===== src/rtl/alu_pkg.sv =====
package alu_pkg;
  localparam int OP_W = 5;

  typedef enum logic [OP_W-1:0] {
    OP_ADD, OP_ADDU, OP_SUB, OP_SUBU,
    OP_AND, OP_OR, OP_XOR,
    OP_SLL, OP_SRL, OP_SRA,
    OP_SLT, OP_SGT, OP_SLE, OP_SGE, OP_SEQ, OP_SNE,
    OP_LHI
  } alu_op_e;

  function automatic logic is_cmp(alu_op_e op);
    return op inside {OP_SLT, OP_SGT, OP_SLE, OP_SGE, OP_SEQ, OP_SNE};
  endfunction

  function automatic logic imm_signed(alu_op_e op);
    return op inside {OP_ADD, OP_ADDU, OP_SUB, OP_SUBU} || is_cmp(op);
  endfunction
endpackage


===== src/rtl/alu_imm_ext.sv =====
module alu_imm_ext #(
  parameter int DATA_W = 32,
  parameter int IMM_W  = 16
) (
  input  logic [IMM_W-1:0]  imm_i,
  input  logic              sext_i,
  input  logic              use_imm_i,
  input  logic [DATA_W-1:0] reg_i,
  output logic [DATA_W-1:0] opnd_o
);
  localparam int EXT_W = DATA_W - IMM_W;

  logic             fill;
  logic [DATA_W-1:0] ext;

  assign fill   = sext_i & imm_i[IMM_W-1];
  assign ext    = {{EXT_W{fill}}, imm_i};
  assign opnd_o = use_imm_i ? ext : reg_i;
endmodule


===== src/rtl/alu_addsub.sv =====
module alu_addsub #(
  parameter int DATA_W = 32
) (
  input  logic [DATA_W-1:0] a_i,
  input  logic [DATA_W-1:0] b_i,
  input  logic              sub_i,
  input  logic              signed_i,
  output logic [DATA_W-1:0] sum_o,
  output logic              ovf_o
);
  logic [DATA_W-1:0] b_eff;

  assign b_eff = sub_i ? ~b_i : b_i;
  assign sum_o = a_i + b_eff + {{(DATA_W-1){1'b0}}, sub_i};
  // overflow: operands of equal sign give a result of the other sign
  assign ovf_o = signed_i & (a_i[DATA_W-1] == b_eff[DATA_W-1])
                          & (sum_o[DATA_W-1] != a_i[DATA_W-1]);
endmodule


===== src/rtl/alu_shift.sv =====
module alu_shift #(
  parameter int DATA_W = 32
) (
  input  logic [DATA_W-1:0]         data_i,
  input  logic [$clog2(DATA_W)-1:0] shamt_i,
  input  logic                      left_i,
  input  logic                      arith_i,
  output logic [DATA_W-1:0]         data_o
);
  localparam int SH_W = $clog2(DATA_W);

  logic [DATA_W-1:0] rev_in, rev_out, pre;
  logic [DATA_W-1:0] stg [SH_W+1];
  logic              fill;

  // left shift reuses the right shifter on bit-reversed data
  for (genvar i = 0; i < DATA_W; i++) begin : g_rev
    assign rev_in[i]  = data_i[DATA_W-1-i];
    assign rev_out[i] = stg[SH_W][DATA_W-1-i];
  end

  assign pre    = left_i ? rev_in : data_i;
  assign fill   = arith_i & ~left_i & data_i[DATA_W-1];
  assign stg[0] = pre;

  for (genvar s = 0; s < SH_W; s++) begin : g_stage
    localparam int D = 1 << s;
    assign stg[s+1] = shamt_i[s] ? {{D{fill}}, stg[s][DATA_W-1:D]} : stg[s];
  end

  assign data_o = left_i ? rev_out : stg[SH_W];
endmodule


===== src/rtl/alu_setcmp.sv =====
module alu_setcmp #(
  parameter int DATA_W = 32
) (
  input  logic [DATA_W-1:0] a_i,
  input  logic [DATA_W-1:0] b_i,
  input  alu_pkg::alu_op_e  op_i,
  output logic              hit_o
);
  import alu_pkg::*;

  logic lt, eq;

  assign lt = $signed(a_i) < $signed(b_i);
  assign eq = a_i == b_i;

  always_comb begin
    unique case (op_i)
      OP_SLT:  hit_o = lt;
      OP_SGT:  hit_o = ~lt & ~eq;
      OP_SLE:  hit_o = lt | eq;
      OP_SGE:  hit_o = ~lt;
      OP_SEQ:  hit_o = eq;
      OP_SNE:  hit_o = ~eq;
      default: hit_o = 1'b0;
    endcase
  end
endmodule


===== src/rtl/int_alu.sv =====
module int_alu #(
  parameter int DATA_W = 32,
  parameter int IMM_W  = 16
) (
  input  logic                     clk_i,
  input  logic                     rst_ni,
  input  logic                     valid_i,
  input  logic [alu_pkg::OP_W-1:0] op_i,
  input  logic [DATA_W-1:0]        a_i,
  input  logic [DATA_W-1:0]        b_i,
  input  logic [IMM_W-1:0]         imm_i,
  input  logic                     use_imm_i,
  output logic                     valid_o,
  output logic [DATA_W-1:0]        result_o,
  output logic                     ovf_o
);
  import alu_pkg::*;

  localparam int SH_W  = $clog2(DATA_W);
  localparam int LOW_W = DATA_W - IMM_W;

  alu_op_e           op;
  logic [DATA_W-1:0] opnd_b, sum, shifted, res_d;
  logic              as_ovf, cmp_hit, ovf_d;
  logic              is_sub, is_sgn;

  assign op     = alu_op_e'(op_i);
  assign is_sub = op inside {OP_SUB, OP_SUBU};
  assign is_sgn = op inside {OP_ADD, OP_SUB};

  alu_imm_ext #(.DATA_W(DATA_W), .IMM_W(IMM_W)) u_imm (
    .imm_i    (imm_i),
    .sext_i   (imm_signed(op)),
    .use_imm_i(use_imm_i),
    .reg_i    (b_i),
    .opnd_o   (opnd_b)
  );

  alu_addsub #(.DATA_W(DATA_W)) u_addsub (
    .a_i     (a_i),
    .b_i     (opnd_b),
    .sub_i   (is_sub),
    .signed_i(is_sgn),
    .sum_o   (sum),
    .ovf_o   (as_ovf)
  );

  alu_shift #(.DATA_W(DATA_W)) u_shift (
    .data_i (a_i),
    .shamt_i(opnd_b[SH_W-1:0]),
    .left_i (op == OP_SLL),
    .arith_i(op == OP_SRA),
    .data_o (shifted)
  );

  alu_setcmp #(.DATA_W(DATA_W)) u_cmp (
    .a_i  (a_i),
    .b_i  (opnd_b),
    .op_i (op),
    .hit_o(cmp_hit)
  );

  always_comb begin
    ovf_d = 1'b0;
    unique case (op)
      OP_ADD, OP_SUB: begin
        res_d = sum;
        ovf_d = as_ovf;
      end
      OP_ADDU, OP_SUBU:                res_d = sum;
      OP_AND:                          res_d = a_i & opnd_b;
      OP_OR:                           res_d = a_i | opnd_b;
      OP_XOR:                          res_d = a_i ^ opnd_b;
      OP_SLL, OP_SRL, OP_SRA:          res_d = shifted;
      OP_SLT, OP_SGT, OP_SLE,
      OP_SGE, OP_SEQ, OP_SNE:          res_d = {{(DATA_W-1){1'b0}}, cmp_hit};
      OP_LHI:                          res_d = {imm_i, {LOW_W{1'b0}}};
      default:                         res_d = '0;
    endcase
  end

  always_ff @(posedge clk_i or negedge rst_ni) begin
    if (!rst_ni) begin
      valid_o  <= 1'b0;
      result_o <= '0;
      ovf_o    <= 1'b0;
    end else begin
      valid_o <= valid_i;
      if (valid_i) begin
        result_o <= res_d;
        ovf_o    <= ovf_d;
      end
    end
  end
endmodule


===== config.mk =====
export PLATFORM = sky130hd
export DESIGN_NAME = int_alu
export DESIGN_NICKNAME = d
export VERILOG_FILES = /design/src/rtl/alu_pkg.sv /design/src/rtl/alu_imm_ext.sv /design/src/rtl/alu_addsub.sv /design/src/rtl/alu_shift.sv /design/src/rtl/alu_setcmp.sv /design/src/rtl/int_alu.sv
export SDC_FILE = /design/constraint.sdc
export NUM_CORES = 1
export LEC_CHECK = 0
export ABC_AREA = 0
export BUFFER_PORTS_ARGS = -buffer_cell sky130_fd_sc_hd__buf_4
export CAP_MARGIN = 15
export CELL_PAD_IN_SITES_DETAIL_PLACEMENT = 2
export CELL_PAD_IN_SITES_GLOBAL_PLACEMENT = 2
export CORE_MARGIN = 4
export CORE_UTILIZATION = 39
export CTS_BUF_LIST = sky130_fd_sc_hd__clkbuf_8
export DETAILED_ROUTE_END_ITERATION = 10
export GPL_ROUTABILITY_DRIVEN = 0
export MAX_ROUTING_LAYER = met4
export PLACE_DENSITY = 0.93
export SETUP_SLACK_MARGIN = 0.2
export SLEW_MARGIN = 10
export SYNTH_ARGS = -nofsm -noshare
export SYNTH_HDL_FRONTEND = slang
export SYNTH_HIERARCHICAL = 1
export SYNTH_SLANG_ARGS = --single-unit

===== constraint.sdc =====
create_clock -name clk_i -period 2.2 [get_ports clk_i]
set_input_delay 0 -clock clk_i [delete_from_list [all_inputs] [get_ports clk_i]]
set_output_delay 0 -clock clk_i [all_outputs]
set_load 0.05 [all_outputs]

==> summary.txt, run 1 <==
Floorplanning
  • Starting density of the core: 40.07%
  • Io pins: 123
  • Die Span Y: 172.6 um
  • FP Rows: 59
  • Die width: 172.6 um

Outcome
  • Failed at: detailed placement
  • Err: [ERROR DPL-0033] detailed placement checks failed during check placement.
  • Outcome: aborted with a tool error

Logic synthesis
  • Gate Count Post-Synth: 1371
  • Syn_area_per_cell: 7.703 sq um
  • Warnings, synthesis: 6
  • FF+latch count, synth: 34
  • Synth unique cells: 96
  • Synthesized cell area: 10560 sq um
  • Ys async rst share: 100.0%
  • Syn nets: 1587
  • Post-synthesis sequential area ratio: 8.057%
  • Most used DFF post-synth: dfrtp_1
  • Post-synth EDFFs: 0

Place
  • Number of port buffers: 122
  • DP HPWL: 66720 um
==> synth_stat cells, types with 5 or more instances <==
library cell | number | area [sq um]
a211o_1 | 7 | 61.31
a211oi_1 | 14 | 105.1
a21o_1 | 18 | 135.1
a21oi_1 | 103 | 515.5
a221oi_1 | 19 | 166.4
a222oi_1 | 18 | 180.2
a22oi_1 | 18 | 135.1
a31oi_1 | 24 | 150.1
and2_1 | 9 | 56.30
and3_1 | 7 | 43.79
buf_1 | 7 | 26.28
buf_2 | 26 | 130.1
buf_4 | 5 | 37.54
buf_6 | 7 | 78.83
clkbuf_1 | 44 | 165.2
dfrtp_1 | 34 | 850.8
ha_1 | 126 | 1577
inv_1 | 152 | 570.6
mux2_2 | 50 | 563.0
mux2_4 | 14 | 210.2
mux2i_1 | 35 | 350.3
mux4_2 | 34 | 765.7
nand2_1 | 96 | 360.4
nand2b_1 | 10 | 62.56
nand3_1 | 43 | 215.2
nand4_1 | 18 | 112.6
nor2_1 | 110 | 412.9
nor2b_1 | 28 | 175.2
nor3_1 | 13 | 65.06
nor4_1 | 6 | 37.54
o211ai_1 | 9 | 67.56
o21a_1 | 7 | 52.55
o21ai_0 | 44 | 220.2
o21ai_1 | 7 | 35.03
o21bai_1 | 6 | 45.04
o221ai_1 | 20 | 175.2
o22ai_1 | 18 | 112.6
o31ai_1 | 7 | 52.55
or2_2 | 6 | 37.54
xnor2_1 | 24 | 210.2
xor2_1 | 38 | 332.8
==> logic make-up after synthesis <==
logic type | share of synthesized area [%]
AO/OA/AOI/OAI | 26.36
flip-flops | 8.057
adder cells (fa/ha/maj) | 15.12
multiplexers | 18.10
AND/OR/NAND/NOR | 17.45
XOR/XNOR | 5.142
buffers and inverters | 9.763
==> through the flow <==
step | worst slack (ps) | setup TNS [ps]
after floorplan | -1105 | -23850
after global placement | -1413 | -35360
==> inputs of run 2 (changes only) <==
Settings changed: CELL_PAD_IN_SITES_DETAIL_PLACEMENT 2 to unset, CELL_PAD_IN_SITES_GLOBAL_PLACEMENT 2 to unset, CORE_UTILIZATION 39 to 25, CTS_BUF_LIST sky130_fd_sc_hd__clkbuf_8 to unset, MAX_ROUTING_LAYER met4 to unset, PLACE_DENSITY 0.93 to unset, PLACE_DENSITY_LB_ADDON set to 0.15, SETUP_SLACK_MARGIN 0.2 to unset.
==> summary.txt, run 2 <==
STA
  • Tcrit/Tclk final: 148.5%
  • Max Transition Viols Final: 0
  • Max Fclk: 306.0 MHz
  • PnR worst setup slack: -1068 ps
  • Unrepaired setup endpoints after global routing: yes
  • Relative slew slack: 64.33%
  • Min Tclk post-route: 3268 ps
  • Final hold vios: 0
  • Skew final: 0 ps
  • Worst slew pin tran: 529.5 ps
  • Setup violators final: 33

Logic synthesis
  • Syn_area_per_cell: 7.703 sq um (unchanged)
  • Most used DFF post-synth: dfrtp_1
  • Yosys top cell by area: ha_1
  • Warnings, synthesis: 6 (unchanged)
  • Synthesized cell area: 10560 sq um (unchanged)
  • FF+latch count, synth: 34 (unchanged)
  • Gate Count Post-Synth: 1371 (unchanged)
  • Synth unique cells: 96 (unchanged)
  • Post-synthesis sequential area ratio: 8.057% (unchanged)
  • Area share of the largest cell type after synthesis: 14.93% (unchanged)
  • Ys async rst share: 100.0% (unchanged)
  • Area contributors post-synth: ha_1, dfrtp_1, mux4_2
  • Syn nets: 1587 (unchanged)
  • Most common cell in the netlist: inv_1
  • Synth top cells by count: inv_1, ha_1, nor2_1
  • Post-synth EDFFs: 0 (unchanged)

Clock network
  • # clock sinks: 34
  • CTS max path bufs: 2
  • CTS tree: yes
  • H-Tree Depth: 2
  • Clk_lat worst skew: 290 ps
  • CTS buffer count: 5
  • Clock Pin Slew Worst Setup and Hold Paths: 60 ps
  • Clock root buffer: clkbuf_16

Power
  • Pleak: 0.007772 uW
  • PwrDens: 397.3 nW/um^2
  • Peak VDD IR: 0.2086 mV

Final layout
  • Register with the most flip-flops: result_o
  • Post-Layout Cell Count: 2373
  • Post-route cell area: 16610 sq um
  • Max reg flops: 32
  • Layout net count: 2049
  • ANT cells: 0
  • P&R area growth vs syn: 57.27%
  • Largest registers: result_o x32, ovf_o x1, valid_o x1
  • Most common cell after layout, fill and taps aside: buf_4
  • Share of post-route cells with drive strength above 1: 46.29%
  • Most frequent cells in the layout: buf_4, inv_1, ha_1, nor2_1, nand2_1

Critical path
  • Critical Path Start Type: input port
  • Crit Path Max Fanout: 6
  • Kind of critical path: input port to flop
  • Max incr delay on CP: 520 ps
  • WP data required: 2350 ps
  • Setup crit end kind: flop
  • Crit path cell chain: buf_6 -> or3b_4 -> and3_4 -> nand3_4 -> buf_12 -> o21ai_4 -> inv_2 -> ha_4 -> nand4_1 -> nor3_1 -> a21o_2 -> nor2_4 -> a221oi_4 -> mux2i_1 -> or4_4 -> o211ai_1 -> a21oi_1 -> a221oi_1 -> o221ai_1
  • Buf/Inv on CP: 3
  • Crit path DAT: 3420 ps
  • Critical-path top delay cell: or4_4
  • Crit-path leading delay family: simple AND/OR/NAND/NOR gates

Floorplanning
  • Die width: 213.5 um (+24%)
  • Io pins: 123 (unchanged)
  • Die Span Y: 213.5 um (+24%)
  • FP Rows: 75 (+27%)
  • Placeable Area: 41850 sq um
  • DIE AREA: 45590 sq um
  • Starting density of the core: 25.23% (-15 points)

Route
  • Antenna viol nets, final: 0
  • Wirelength per Cell: 25.17 um
  • Via density: 5.568
  • Initial drt markers: 1323
  • Routed wire length: 59720 um
  • Drt drc: 0
  • First drt pass iteration count: 8
  • Vias: 13214

Outcome
  • Outcome: finished, violations left
  • Failing checks: setup timing

Place
  • Post-Place Cells: 2314
  • Placed Instance Area: 14840 sq um
  • Setup Slack @ Placement: -1531 ps
  • DP HPWL: 48160 um (-28%)
  • Number of port buffers: 122 (unchanged)

Global routing
  • Initial antenna violation count: 2
  • Vias in the first global route: 13175
  • First-pass GRT wire length: 85590 um
  • Grt ovf: 0
  • Largest net degree at the start of global routing: 46
  • GRT Total Usage: 25.13%

Flow run
  • # Max-Cap Violations: 0

Worst hold path
  • Worst min-delay path category: input port to flop
==> run 2: cell counts after synthesis <==
No cell type changed its count.
==> run 2: cell type report <==
type / instances / area, sq um
inverters: 154 / 586.8
flip-flops and latches: 34 / 850.8
clock buffers: 8 / 166.4
repair buffers: 545 / 4586
multi-input cells: 1093 / 9744
fillers: 4340 / 25240
well taps: 539 / 674.4
==> run 2: final timing paths <==
| kind | slack (ps) | cells after the start | startpoint | end |
|---|---|---|---|---|
| min | 80 | 4 | valid_i | result_o[24] |
| max | -1070 | 19 | op_i[3] | result_o[0] |
| max in group asynchronous | 1590 | 2 | rst_ni | result_o[31] |
| max reg2reg | 1090 | 3 | result_o[22] | result_o[22] |
| min in group asynchronous | 220 | 2 | rst_ni | result_o[1] |
| min reg2reg | 550 | 2 | ovf_o | ovf_o |
==> run 2: worst register-to-register path: stages (launching register included) <==
cell,delay (ps)
dfrtp_1,430
nor2b_1,160
a221oi_1,260
a31oi_1,140
==> run 2: per-stage QoR <==
stage	TNS (ps)	power, uW	hold slack, ps	util [%]
2_1_floorplan	-23850	2999	-295.6	-
3_3_place_gp	-39540	5054	12.69	35.46
3_5_place_dp	-39800	5053	24.93	35.46
4_1_cts	-25440	6264	73.03	38.13
5_1_grt	-28160	6927	101.7	39.68
6_report	-24600	6599	76.36	39.68
==> run 2: kinds of logic (layout without fill, tap and decap cells) <==
logic type                 count (synthesis)  in the layout  share of synthesized area, %
DFF                                       34             34                         8.057
and+or+nand+nor                          375            375                         17.45
xor gates and xnor gates                  62             62                         5.142
muxes                                    135            135                         18.10
AOI/OAI and AO/OA                        394            394                         26.36
buffers and inverters                    244            707                         9.763
adders and majority gates                127            127                         15.12
==> run 2: layer usage <==
| layer | global-route usage (%) | up-vias | part of all wire, % |
|---|---|---|---|
| li1 | - | 5984 | - |
| met1 | 34.58 | 6536 | 44 |
| met2 | 40.84 | 582 | 45 |
| met3 | 3.511 | 112 | 6.8 |
| met4 | 8.144 | 0 | 4.1 |
| met5 | 0 | - | 0 |
==> run 2: where the power goes <==
part	switching (uW)	internal, uW	total [uW]
sequential	28.9	663	692
combinational	2700	2360	5060
clock	335	515	850
total	3060	3540	6600
==> run 2: what timing repair did <==
action / 4_1_cts / 5_1_grt
hold endpoints to repair: 34 / 0
buffers inserted: 31 / 18
pin swaps: 81 / 82
endpoints found under the setup margin: 33 / 33
gates cloned: 2 / 2
gates resized for setup: 149 / 101
hold buffers: 1 / 0
Note: power is estimated with default switching activity, not from simulation.
==> inputs of run 3 (changes only) <==
Settings changed: CTS_BUF_LIST set to sky130_fd_sc_hd__clkbuf_16, REMOVE_ABC_BUFFERS set to 1.
Clock period 2.2 ns to 3 ns, I/O delays scaled along.
==> summary.txt, run 3 (same netlist as run 2, synthesis figures left out) <==
Outcome
  • Outcome: finished, violations left
  • Failing checks: setup timing

Global routing
  • GRT Total Usage: 23.62% (-1.5 points)
  • Grt ovf: 0 (unchanged)
  • Largest net degree at the start of global routing: 62 (+35%)
  • Initial antenna violation count: 0 (-2)
  • First-pass GRT wire length: 80670 um (-5.8%)
  • Vias in the first global route: 12175 (-7.6%)

Place
  • Post-Place Cells: 2246 (-2.9%)
  • DP HPWL: 42580 um (-12%)
  • Number of port buffers: 122 (unchanged)
  • Placed Instance Area: 14110 sq um (-4.9%)
  • Setup Slack @ Placement: -790.5 ps (+740.8 ps)

STA
  • Min Tclk post-route: 3219 ps
  • PnR worst setup slack: -219.0 ps (+848.6 ps)
  • Setup TNS: -1284 ps (+23320 ps)
  • Skew final: 0 ps (unchanged)
  • Unrepaired setup endpoints after global routing: yes
  • Setup violators final: 15 (-55%)
  • Relative slew slack: 44.84% (-19 points)
  • Final hold vios: 0 (unchanged)
  • Tcrit/Tclk final: 107.3%
  • Max Fclk: 310.7 MHz
  • Worst slew pin tran: 827.3 ps (+297.8 ps)
  • Max Transition Viols Final: 0 (unchanged)
  • Final Hold Slack: 55.62 ps (-20.75 ps)

Critical path
  • Crit path cell chain: buf_6 -> or3b_4 -> and3_4 -> nand3_4 -> o21ai_2 -> inv_2 -> ha_4 -> nand4_1 -> buf_4 -> buf_4 -> nor4_4 -> buf_4 -> a221oi_4 -> and4_2 -> or4_4 -> o211ai_1 -> a21oi_2 -> a221oi_2 -> o221ai_1
  • WP data required: 3170 ps (+820 ps)
  • Crit-path leading delay family: simple AND/OR/NAND/NOR gates
  • Crit path DAT: 3380 ps (-40 ps)
  • Max incr delay on CP: 460 ps (-60 ps)
  • Critical-path top delay cell: or4_4
  • Crit Path Max Fanout: 8 (+2)
  • Kind of critical path: input port to flop
  • Critical Path Start Type: input port
  • R2R Setup Slk: 1930 ps (+840 ps)
  • Most Frequent Cell on Critical Path: buf_4
  • Setup crit end kind: flop
  • Buf/Inv on CP: 5 (+2)

Power
  • PwrDens: 300.7 nW/um^2 (-24%)
  • P_int: 2533 uW (-28%)
  • Clock share of power: 16.5% (+3.6 points)
  • Pleak: 0.007233 uW (-6.9%)
  • Psw: 2158 uW (-29%)
  • Logic pwr share: 72.7% (-3.9 points)
  • Sw frac: 46.00% (-0.37 points)
  • Flop pwr share: 10.8% (+0.3 points)
  • Peak VDD IR: 0.2076 mV (-0.49%)

Route
  • Vias: 12489 (-5.5%)
  • Routed wire length: 55600 um (-6.9%)
  • Via density: 5.454 (-2.1%)
  • Antenna viol nets, final: 0 (unchanged)
  • Initial drt markers: 1202 (-9.1%)
  • Drt drc: 0 (unchanged)
  • First drt pass iteration count: 6 (-2)
  • Wirelength per Cell: 24.28 um (-3.5%)

Clock network
  • CTS tree: yes
  • Clock Pin Slew Worst Setup and Hold Paths: 70 ps (about the same)
  • CTS max path bufs: 2 (unchanged)
  • # clock sinks: 34 (unchanged)
  • H-Tree Depth: 2 (unchanged)
  • CTS buffer count: 5 (unchanged)
  • Clock root buffer: clkbuf_16
  • Clk_lat worst skew: 310 ps (+20 ps)

Floorplanning
  • DIE AREA: 45590 sq um (unchanged)
  • Placeable Area: 41850 sq um (unchanged)
  • Die Span Y: 213.5 um (unchanged)
  • FP Rows: 75 (unchanged)
  • Die width: 213.5 um (unchanged)
  • Starting density of the core: 25.23% (unchanged)
  • Io pins: 123 (unchanged)

Final layout
  • Max reg flops: 32 (unchanged)
  • ANT cells: 0 (unchanged)
  • Most frequent cells in the layout: buf_4, inv_1, ha_1, nor2_1, nand2_1
  • Share of post-route cells with drive strength above 1: 42.60% (-3.7 points)
  • Largest registers: result_o x32, ovf_o x1, valid_o x1
  • Layout net count: 1966 (-4.1%)
  • Register with the most flip-flops: result_o
  • Post-Layout Cell Count: 2290 (-3.5%)
  • P&R area growth vs syn: 47.73%
  • Post-route cell area: 15600 sq um (-6.1%)
  • Most common cell after layout, fill and taps aside: buf_4

Worst hold path
  • Worst min-delay path category: input port to flop

Flow run
  • # Max-Cap Violations: 0 (unchanged)
## run 3: changes by cell type in the layout (fill, tap and decap cells not counted), sizes merged
| cell | change |
|---|---|
| nand3 | +1 |
| inv | -1 |
| bufinv | +2 |
| clkbuf | -4 |
| buf | -82 |
| clkinv | +3 |
| clkinvlp | -1 |
| bufbuf | -1 |
## run 3: worst paths after layout
kind	from	end	cells past startpoint
worst min register to register	ovf_o	ovf_o	2
worst max register to register	result_o[19]	result_o[19]	3
min in group asynchronous	rst_ni	result_o[1]	2
worst min-delay path	imm_i[11]	result_o[27]	3
max in group asynchronous	rst_ni	valid_o	2
worst max-delay path	op_i[3]	result_o[0]	19
## run 3: through the flow
stage,total power [uW],util [%]
global placement,3496,33.71
detailed placement,3495,33.71
floorplan,2070,-
global route,4957,37.27
CTS,4502,35.87
finish,4691,37.27
## run 3: layer usage
metal | vias to the layer above | global-route usage [%] | routed length [um]
li1 | 5828 | - | -
met1 | 6083 | 31.48 | 24020
met2 | 480 | 39.12 | 26280
met3 | 98 | 3.116 | 3031
met4 | 0 | 8.894 | 2269
met5 | - | 0 | 0
## run 3: timing repair
item                                    CTS  global route
gates resized for setup                 110           106
gates cloned                              3             1
endpoints found under the setup margin   25            31
buffers inserted                         18            15
pin swaps                                62            65
hold endpoints to repair                 34             0
hold buffers                              1             0
## run 3: cell type report
class,count,area (sq um)
well taps,539,674.4
flip-flops and latches,34,850.8
inverters,154,578.1
fillers,4397,26250
clock buffers,5,125.1
clock inverters,3,68.82
repair buffers,461,3746
multi-input cells,1094,9557
## run 3: power by group through the flow
stage | Sequential, uW | Clock (uW) | Combinational, uW
2_1_floorplan | 608 | 0 | 1460
3_3_place_gp | 518 | 0 | 2980
3_5_place_dp | 519 | 0 | 2980
4_1_cts | 510 | 797 | 3200
5_1_grt | 512 | 806 | 3640
6_report | 509 | 773 | 3410
## run 3: worst reg2reg max path, stage by stage, from the launching register on
cell      delay [ps]
dfrtp_1          430
nor2b_1          170
a221oi_1         230
a31oi_1          120
==> inputs of run 4 (changes only) <==
Settings changed: GPL_TIMING_DRIVEN set to 0.
==> summary.txt, run 4 (same netlist as run 2, synthesis figures left out) <==
STA
  • Relative slew slack: 35.51% (-9.3 points)
  • PnR worst setup slack: -425.2 ps (-206.2 ps)
  • Final hold vios: 0 (unchanged)
  • Unrepaired setup endpoints after global routing: yes
  • Setup violators final: 16 (+1)
  • Worst slew pin tran: 965.3 ps (+138.0 ps)
  • Max Transition Viols Final: 0 (unchanged)
  • Skew final: 0 ps (unchanged)
  • Tcrit/Tclk final: 114.2% (+6.9 points)
  • Max Fclk: 292.0 MHz (-6.0%)
  • Min Tclk post-route: 3425 ps (+206.2 ps)

Clock network
  • Clk_lat worst skew: 310 ps (about the same)
  • Clock Pin Slew Worst Setup and Hold Paths: 80 ps (about the same)
  • H-Tree Depth: 2 (unchanged)
  • CTS buffer count: 5 (unchanged)
  • Clock root buffer: clkbuf_16
  • CTS tree: yes
  • CTS max path bufs: 2 (unchanged)
  • # clock sinks: 34 (unchanged)

Final layout
  • Most frequent cells in the layout: buf_4, inv_1, ha_1, nor2_1, nand2_1
  • ANT cells: 0 (unchanged)
  • Finished Core Util: 33.72% (-3.6 points)
  • Max reg flops: 32 (unchanged)
  • P&R area growth vs syn: 33.64%
  • Layout net count: 1737 (-12%)
  • Most common cell after layout, fill and taps aside: buf_4
  • Share of post-route cells with drive strength above 1: 32.79% (-9.8 points)
  • Number of fillers in the final layout: 4451 (+1.2%)
  • Largest registers: result_o x32, ovf_o x1, valid_o x1
  • Register with the most flip-flops: result_o

Critical path
  • R2r worst-path depth: 2 (-1)
  • Setup crit end kind: flop
  • CP Launch Point: op_i[3]
  • Kind of critical path: input port to flop
  • Crit path cell chain: buf_12 -> or3b_4 -> and3_4 -> nand3_4 -> buf_4 -> o21ai_4 -> inv_1 -> ha_1 -> nand4_1 -> nor3_2 -> a21o_2 -> nor2_4 -> a221oi_4 -> mux2i_1 -> or4_1 -> o211ai_1 -> a21oi_2 -> a221oi_2 -> o221ai_1
  • Capture point of the worst reg-to-reg path: result_o[24]
  • Reg2reg start: result_o[24]
  • Crit path DAT: 3580 ps (+200 ps)
  • Crit Path Max Fanout: 8 (unchanged)
  • Worst path depth: 19 (unchanged)
  • Critical-path top delay cell: or4_1
  • Crit-path leading delay family: simple AND/OR/NAND/NOR gates
  • Max incr delay on CP: 480 ps (+20 ps)
  • Buf/Inv on CP: 3 (-2)
  • Critical Path Start Type: input port
  • WP data required: 3160 ps (about the same)
  • R2R Setup Slk: 1880 ps (-50 ps)

Route
  • First drt pass iteration count: 7 (+1)
  • Drt drc: 0 (unchanged)
  • Initial drt markers: 1097 (-8.7%)
  • Wirelength per Cell: 26.69 um (+9.9%)
  • Via density: 5.878 (+7.8%)
  • Antenna viol nets, final: 0 (unchanged)
  • Vias: 12115 (-3.0%)
  • Routed wire length: 55010 um (-1.1%)

Floorplanning
  • DIE AREA: 45590 sq um (unchanged)
  • Die Span Y: 213.5 um (unchanged)
  • Die width: 213.5 um (unchanged)
  • Io pins: 123 (unchanged)
  • Starting density of the core: 25.23% (unchanged)
  • Placeable Area: 41850 sq um (unchanged)
  • FP Rows: 75 (unchanged)

Place
  • DP HPWL: 37880 um (-11%)
  • Number of port buffers: 122 (unchanged)

Outcome
  • Outcome: finished, violations left
  • Failing checks: setup timing

Power
  • PwrDens: 304.2 nW/um^2 (+1.1%)
  • Peak VDD IR: 0.2811 mV (+35%)
  • Pleak: 0.006220 uW (-14%)
  • Total power: 4292 uW (-8.5%)

Global routing
  • Vias in the first global route: 11465 (-5.8%)
  • First-pass GRT wire length: 78940 um (-2.1%)
  • Grt ovf: 0 (unchanged)
  • Initial antenna violation count: 0 (unchanged)
  • Largest net degree at the start of global routing: 75 (+21%)
  • GRT Total Usage: 23.22% (-0.40 points)

Worst hold path
  • Hold_sp: imm_i[13]
  • Hold path depth: 3 (unchanged)
  • Hold EP: result_o[29]
  • Worst min-delay path category: input port to flop

Flow run
  • # Max-Cap Violations: 0 (unchanged)
==> run 4: changes by cell type in the layout (fill, tap and decap cells not counted), moves of 7 or more <==
cell	delta
a21oi_1	+7
a21oi_2	-13
buf_4	-239
inv_2	-7
o21ai_4	+11
==> run 4: worst register-to-register path, stage by stage, from the launching register on <==
cell and delay [ps]:
dfrtp_1 440, a222oi_1 380, a32oi_1 150
==> run 4: area by class of cell <==
type | instances | area (sq um) | share of cell area, %
Tap cell | 539 | 674.4 | 4.779
Multi-Input combinational cell | 1105 | 9861 | 69.87
Timing Repair Buffer | 221 | 1937 | 13.72
Clock buffer | 5 | 125.1 | 0.8866
Inverter | 154 | 595.6 | 4.220
Clock inverter | 3 | 68.82 | 0.4876
Sequential cell | 34 | 850.8 | 6.029
==> run 4: worst max-delay path by stage <==
stage                         endpoint  slack (ps)
after floorplan           result_o[30]       -2250
after global placement    result_o[30]       -6190
after detailed placement  result_o[30]       -1750
after CTS                  result_o[0]        -380
after global routing       result_o[0]        -620
final                      result_o[0]        -430
==> run 4: power breakdown <==
group / switching (uW) / total, uW / internal [uW]
Clock: 307 / 787 / 481
Combinational: 1770 / 3000 / 1230
Sequential: 17.5 / 503 / 486
==> run 4: routing by layer <==
layer,track usage (%),wire (um),vias up
li1,-,-,5389
met5,0,0,-
met2,38.37,25530,603
met3,3.072,3616,148
met4,9.711,3025,0
met1,30.61,22840,5975
==> run 4: stage by stage <==
step	hold slack, ps	std cells	setup TNS [ps]	worst slack, ps	cell area [sq um]
4_1_cts	16.60	2012	-1943	-381.9	13120
2_1_floorplan	-295.6	1281	-65400	-2251	10110
3_5_place_dp	48.94	1952	-46330	-1750	11900
5_1_grt	60.07	2061	-5291	-615.2	14110
6_report	42.77	2061	-3023	-425.2	14110
3_3_place_gp	46.71	1942	-182730	-6191	11700
==> run 4: what timing repair did <==
item | 4_1_cts | 5_1_grt
gates cloned | 13 | 1
endpoints found under the hold margin | 34 | 0
hold buffers | 1 | 0
endpoints found under the setup margin | 33 | 28
buffers inserted | 39 | 49
pin swaps | 31 | 71
resized for setup | 118 | 118
